===== src/rtl/llsc_pkg.sv =====
package llsc_pkg;

    localparam int LINE_W = 26;
    localparam int RID_W  = 2;
    localparam int KIND_W = 3;

    typedef enum logic [KIND_W-1:0] {
        K_LOAD   = 3'd0,
        K_STORE  = 3'd1,
        K_LL     = 3'd2,
        K_SC     = 3'd3,
        K_RMW_RD = 3'd4,
        K_RMW_WR = 3'd5
    } acc_kind_e;

    typedef struct packed {
        logic              vld;
        logic [LINE_W-1:0] line;
        logic [RID_W-1:0]  rid;
    } rsv_entry_t;

    typedef struct packed {
        logic              vld;
        acc_kind_e         kind;
        logic [LINE_W-1:0] line;
        logic [RID_W-1:0]  rid;
    } acc_evt_t;

    // Kinds that drop the reservation only when issued by its owner.
    function automatic logic owner_clears(acc_kind_e k);
        return (k == K_STORE) || (k == K_RMW_RD) || (k == K_RMW_WR);
    endfunction

endpackage


===== src/rtl/rsv_match.sv =====
module rsv_match
    import llsc_pkg::*;
#(
    parameter int NE = 4
) (
    input  rsv_entry_t [NE-1:0] tbl,
    input  logic [LINE_W-1:0]   line,
    input  logic [RID_W-1:0]    rid,
    output logic                hit_owner
);
    logic [NE-1:0] own_vec;

    for (genvar e = 0; e < NE; e++) begin : g_ent
        assign own_vec[e] = tbl[e].vld && (tbl[e].line == line) && (tbl[e].rid == rid);
    end

    assign hit_owner = |own_vec;
endmodule


===== src/rtl/rsv_next.sv =====
module rsv_next
    import llsc_pkg::*;
#(
    parameter int NE = 4,
    parameter int NP = 2
) (
    input  rsv_entry_t [NE-1:0] cur,
    input  acc_evt_t   [NP-1:0] evt,
    output rsv_entry_t [NE-1:0] nxt
);
    localparam int IDX_W = (NE > 1) ? $clog2(NE) : 1;

    rsv_entry_t [NE-1:0] cleared;
    logic [IDX_W-1:0]    slot;
    logic                have_same;
    logic                have_free;

    always_comb begin
        // Pass 1: all clears of this cycle, judged against the current table.
        cleared = cur;
        for (int p = 0; p < NP; p++) begin
            if (evt[p].vld) begin
                for (int e = 0; e < NE; e++) begin
                    if (cur[e].vld && cur[e].line == evt[p].line) begin
                        if (evt[p].kind == K_SC)
                            cleared[e].vld = 1'b0;
                        else if (owner_clears(evt[p].kind) && cur[e].rid == evt[p].rid)
                            cleared[e].vld = 1'b0;
                    end
                end
            end
        end

        // Pass 2: new reservations in port order.
        nxt       = cleared;
        slot      = '0;
        have_same = 1'b0;
        have_free = 1'b0;
        for (int p = 0; p < NP; p++) begin
            if (evt[p].vld && evt[p].kind == K_LL) begin
                slot      = '0;
                have_same = 1'b0;
                have_free = 1'b0;
                for (int e = 0; e < NE; e++) begin
                    if (!have_same && nxt[e].vld && nxt[e].line == evt[p].line) begin
                        have_same = 1'b1;
                        slot      = IDX_W'(e);
                    end
                end
                if (!have_same) begin
                    for (int e = 0; e < NE; e++) begin
                        if (!have_free && !nxt[e].vld) begin
                            have_free = 1'b1;
                            slot      = IDX_W'(e);
                        end
                    end
                end
                nxt[slot].vld  = 1'b1;
                nxt[slot].line = evt[p].line;
                nxt[slot].rid  = evt[p].rid;
            end
        end
    end
endmodule


===== src/rtl/rsv_resp.sv =====
module rsv_resp
    import llsc_pkg::*;
#(
    parameter int NP = 2
) (
    input  logic                     clk,
    input  logic                     rst,
    input  acc_evt_t   [NP-1:0]      evt,
    input  logic       [NP-1:0]      owner_hit,
    output logic       [NP-1:0]      res_valid,
    output logic       [NP-1:0]      res_ok,
    output logic       [NP-1:0]      blk_req,
    output logic       [NP-1:0]      unblk_req,
    output logic [NP*LINE_W-1:0]     ctl_line
);
    for (genvar p = 0; p < NP; p++) begin : g_port
        always_ff @(posedge clk) begin
            if (rst) begin
                res_valid[p]                     <= 1'b0;
                res_ok[p]                        <= 1'b0;
                blk_req[p]                       <= 1'b0;
                unblk_req[p]                     <= 1'b0;
                ctl_line[p*LINE_W +: LINE_W]     <= '0;
            end else begin
                res_valid[p] <= evt[p].vld;
                res_ok[p]    <= evt[p].vld && ((evt[p].kind == K_SC) ? owner_hit[p] : 1'b1);
                blk_req[p]   <= evt[p].vld && (evt[p].kind == K_RMW_RD);
                unblk_req[p] <= evt[p].vld && (evt[p].kind == K_RMW_WR);
                if (evt[p].vld)
                    ctl_line[p*LINE_W +: LINE_W] <= evt[p].line;
            end
        end
    end
endmodule


===== src/rtl/llsc_monitor.sv =====
module llsc_monitor
    import llsc_pkg::*;
#(
    parameter int NP = 2,
    parameter int NE = 4
) (
    input  logic                 clk,
    input  logic                 rst,
    input  logic [NP-1:0]        evt_valid,
    input  logic [NP*KIND_W-1:0] evt_kind,
    input  logic [NP*LINE_W-1:0] evt_line,
    input  logic [NP*RID_W-1:0]  evt_rid,
    output logic [NP-1:0]        res_valid,
    output logic [NP-1:0]        res_ok,
    output logic [NP-1:0]        blk_req,
    output logic [NP-1:0]        unblk_req,
    output logic [NP*LINE_W-1:0] ctl_line
);
    acc_evt_t   [NP-1:0] evt;
    rsv_entry_t [NE-1:0] tbl_q;
    rsv_entry_t [NE-1:0] tbl_d;
    logic       [NP-1:0] owner_hit;
    logic       [NE-1:0] rsv_vld;

    for (genvar p = 0; p < NP; p++) begin : g_port
        assign evt[p].vld  = evt_valid[p];
        assign evt[p].kind = acc_kind_e'(evt_kind[p*KIND_W +: KIND_W]);
        assign evt[p].line = evt_line[p*LINE_W +: LINE_W];
        assign evt[p].rid  = evt_rid[p*RID_W +: RID_W];

        rsv_match #(.NE(NE)) u_match (
            .tbl       (tbl_q),
            .line      (evt[p].line),
            .rid       (evt[p].rid),
            .hit_owner (owner_hit[p])
        );
    end

    for (genvar e = 0; e < NE; e++) begin : g_vld
        assign rsv_vld[e] = tbl_q[e].vld;
    end

    rsv_next #(.NE(NE), .NP(NP)) u_next (
        .cur (tbl_q),
        .evt (evt),
        .nxt (tbl_d)
    );

    always_ff @(posedge clk) begin
        if (rst)
            tbl_q <= '0;
        else
            tbl_q <= tbl_d;
    end

    rsv_resp #(.NP(NP)) u_resp (
        .clk       (clk),
        .rst       (rst),
        .evt       (evt),
        .owner_hit (owner_hit),
        .res_valid (res_valid),
        .res_ok    (res_ok),
        .blk_req   (blk_req),
        .unblk_req (unblk_req),
        .ctl_line  (ctl_line)
    );
endmodule


===== config.mk =====
export PLATFORM = sky130hd
export DESIGN_NAME = llsc_monitor
export DESIGN_NICKNAME = d
export VERILOG_FILES = /design/src/rtl/llsc_pkg.sv /design/src/rtl/rsv_match.sv /design/src/rtl/rsv_next.sv /design/src/rtl/rsv_resp.sv /design/src/rtl/llsc_monitor.sv
export SDC_FILE = /design/constraint.sdc
export NUM_CORES = 1
export LEC_CHECK = 0
export BUFFER_PORTS_ARGS = -buffer_cell sky130_fd_sc_hd__buf_2
export CAP_MARGIN = 20
export CORE_MARGIN = 1
export CORE_UTILIZATION = 35
export CTS_CLUSTER_SIZE = 24
export DETAILED_ROUTE_END_ITERATION = 12
export SLEW_MARGIN = 20
export SYNTH_ARGS = -nofsm -noshare
export SYNTH_HDL_FRONTEND = slang
export SYNTH_SLANG_ARGS = --single-unit

===== constraint.sdc =====
create_clock -name clk -period 6.68 [get_ports clk]
set_input_delay 1.336 -clock clk [delete_from_list [all_inputs] [get_ports clk]]
set_output_delay 1.336 -clock clk [all_outputs]
set_load 0.01 [all_outputs]

==> flow_summary.yaml <==
placement:
  dp.cells: 2006
  place_area_mm2: 0.01338
  io_buffers: 125
  gp_congestion: 1.092
  dpl.hpwl_mm: 43.48
setup_path:
  cp_max_fo: 29
  r2r_end: "tbl_q[80]$_SDFF_PP0_"
  critPathLaunch: "evt_line[14]"
  crit-reg2reg-launch: "tbl_q[96]$_SDFF_PP0_"
  startpoint_type: "input pin"
  critPathRequiredTime_ns: 7.04
  reg2regPathDepth: 17
  critPathArrivalTime_ns: 6.42
  rrSetupSlack_ns: 1.14
  critPathCaptureType: "flop"
  path_class: "input pin to flop"
logic_synthesis:
  syn_inst: 1491
  async_flop_share_pct: 0
  synth.ff_latch_count: 176
  syn_area_mm2: 0.01218
  synth_top_area_share_pct: 28.92
  synth_edf_count: 0
  synthFlopType: "dfxtp_1"
  synth_area_leaders: "dfxtp_1 29%, mux2i_1 9.2%, xor2_1 8.1%"
  ys_seq_area_share_pct: 28.92
  synth_nets: 1557
  yosys.area.top_type: "dfxtp_1"
  synth.avg_cell_area_um2: 8.170
  synth.distinct_cells: 76
  synth_common_cells: "176 x dfxtp_1, 133 x nor2_1, 113 x xor2_1, 112 x mux2i_1, 107 x xnor2_1"
  yosysWarnings: 0
  yosysMostFrequentCell: "dfxtp_1"
final_layout:
  stdcell_count: 2040
  drive_gt1_share_pct: 18.05
  nFillCells: 3489
  final_nets: 1643
  fin_area_mm2: 0.01397
  syn2layout_area_growth_pct: 14.70
grt:
  grt_pass1_vias: 11770
  grt_first_pass_wirelength_mm: 82.74
  grt_max_degree: 96
  antenna_found_initial: 2
  grt.total_usage_pct: 32.11
  grt_overflow: 0
clocking:
  clock_latency_ns: 0.47
  cts_tree: "yes"
  ctsResizeCount: 0
  root_buffer: "clkbuf_16"
  clk_pin_slew_worst_paths_ns: 0.08
  cts_max_level: 4
  cts-hold-fix-buffers: 0
  ctsLongestPathBuffers: 2
  cts_made_buffers: 17
  cts_setup_buffers: 0
  cts.sinks: 176
route:
  dr.first_iter.drc_count: 1535
  wire_per_inst_um: 28.26
  detail_route.first_pass.iterations: 8
  vias_per_cell: 6.162
  drc: 0
  via_count: 12570
  wl_mm: 57.65
  ant_nets: 0
timing:
  rsz0062_at_grt: "no"
  timing.final.crit_share_pct: 90.82
  slew_headroom_pct: 36.77
  maxSlewViolCount: 0
  min_period_ns: 6.067
  finalHoldViolCount: 0
  skew_ns: 0.02110
  setup_tns_ns: 0
  whs_ns: 0.4900
  fmax_mhz: 164.8
  worst_slew_pin_slew_ns: 0.9450
  finalSetupViolations: 0
worst_hold_path:
  holdPathStages: 2
  worstHoldStart: "u_resp.ctl_line[10]$_SDFFE_PP0P_"
  min_path_type: "flop to flop"
  whs_endpoint: "u_resp.ctl_line[10]$_SDFFE_PP0P_"
die:
  dieArea_mm2: 0.03555
  rows: 67
  die_y_um: 188.6
  pin_count: 126
  die_w_um: 188.6
  core_area_mm2: 0.03387
  start_util_pct: 35.97
outcome:
  status: "completed"
power_and_ir_drop:
  powerDensity_mw_per_mm2: 188.5
  leakage_nw: 5.833
  ir_drop_uv: 180.6
run:
  drv_cap: 0
-- area by class of cell --
| cell class | instances | area (um^2) | area share (%) |
|---|---|---|---|
| inverters | 41 | 153.9 | 1.101 |
| diodes | 2 | 5.005 | 0.03582 |
| well taps | 448 | 560.5 | 4.012 |
| repair buffers | 201 | 1252 | 8.964 |
| flip-flops and latches | 176 | 3523 | 25.22 |
| multi-input cells | 1140 | 7893 | 56.49 |
| clock buffers | 17 | 425.4 | 3.045 |
| clock inverters | 15 | 158.9 | 1.137 |
-- power by group --
| group | total [mW] | internal, mW | switching, mW |
|---|---|---|---|
| clock | 1.04 | 0.503 | 0.540 |
| sequential | 1.10 | 1.08 | 0.0251 |
| combinational | 0.488 | 0.158 | 0.331 |
| total | 2.63 | 1.74 | 0.895 |
-- kinds of logic (layout without fill, tap and decap cells) --
family	after synthesis	count (layout)	share of synthesized area, %
muxes	140	140	11.85
and+or+nand+nor	533	533	22.41
other	0	2	0
AOI/OAI and AO/OA	247	247	14.53
DFF	176	176	28.92
xor gates and xnor gates	220	220	15.82
buffers and inverters	175	274	6.461
-- cells in the final DEF, fill, tap and decap left out, types with 10 or more instances in the layout --
cell type	Yosys	final
a211oi_1	11	11
inv_1	39	39
o31ai_1	76	76
nand4_1	69	69
nor4_1	31	31
o22ai_1	10	10
dfxtp_1	176	176
nor2b_1	39	39
xor2_1	113	113
mux2i_1	112	112
clkbuf_16	0	17
nand2b_1	27	27
buf_2	50	124
nor3_1	24	24
xnor2_1	107	107
a21oi_1	60	60
nor2_1	133	131
o21ai_0	18	18
nand3_1	57	57
nand2_1	105	105
buf_4	3	72
mux2_2	26	26
-- registers in the layout (all words and copies together) (netlist names) --
signal and flops:
rsv_vld 4, tbl_q 112, u_resp.blk_req 2, u_resp.ctl_line 52
u_resp.res_ok 2, u_resp.res_valid 2, u_resp.unblk_req 2
-- worst max-delay path, stage by stage --
cell	delay, ns
buf_2	0.15
xor2_1	0.19
nor4_1	0.68
nand4_1	0.30
nor3_2	0.25
or4b_1	0.46
a311o_2	0.35
o21a_4	0.20
o2111ai_4	0.24
buf_4	0.41
mux2i_1	0.32
o22ai_2	0.11
nor4_2	0.23
buf_4	0.21
or3_1	0.18
a21o_1	0.15
buf_12	0.22
mux2_2	0.37
-- how the worst max path moves through the flow --
stage                                 endpoint  slack [ns]  cells past startpoint
after floorplan           tbl_q[82]$_SDFF_PP0_        1.43                     19
after global placement    tbl_q[74]$_SDFF_PP0_        0.42                     18
after detailed placement  tbl_q[74]$_SDFF_PP0_        0.36                     18
after CTS                 tbl_q[79]$_SDFF_PP0_        0.84                     18
after global routing      tbl_q[80]$_SDFF_PP0_        0.54                     18
final                     tbl_q[80]$_SDFF_PP0_        0.61                     18
-- per-layer routing --
layer,track usage (%),up-vias,share of wire [%]
li1,-,5464,-
met1,42.93,6020,41
met2,45.21,896,40
met3,9.778,191,12
met4,18.58,0,6.6
met5,0,-,0
-- through the flow --
step | power (mW) | setup slack, ns | utilization, %
2_1_floorplan | 1.397 | 1.433 | -
3_3_place_gp | 1.595 | 0.4210 | 39.52
3_5_place_dp | 1.593 | 0.3610 | 39.52
4_1_cts | 2.616 | 0.8372 | 41.24
5_1_grt | 2.698 | 0.5419 | 41.24
6_report | 2.634 | 0.6135 | 41.26
Note: power is estimated with default switching activity, not from simulation.
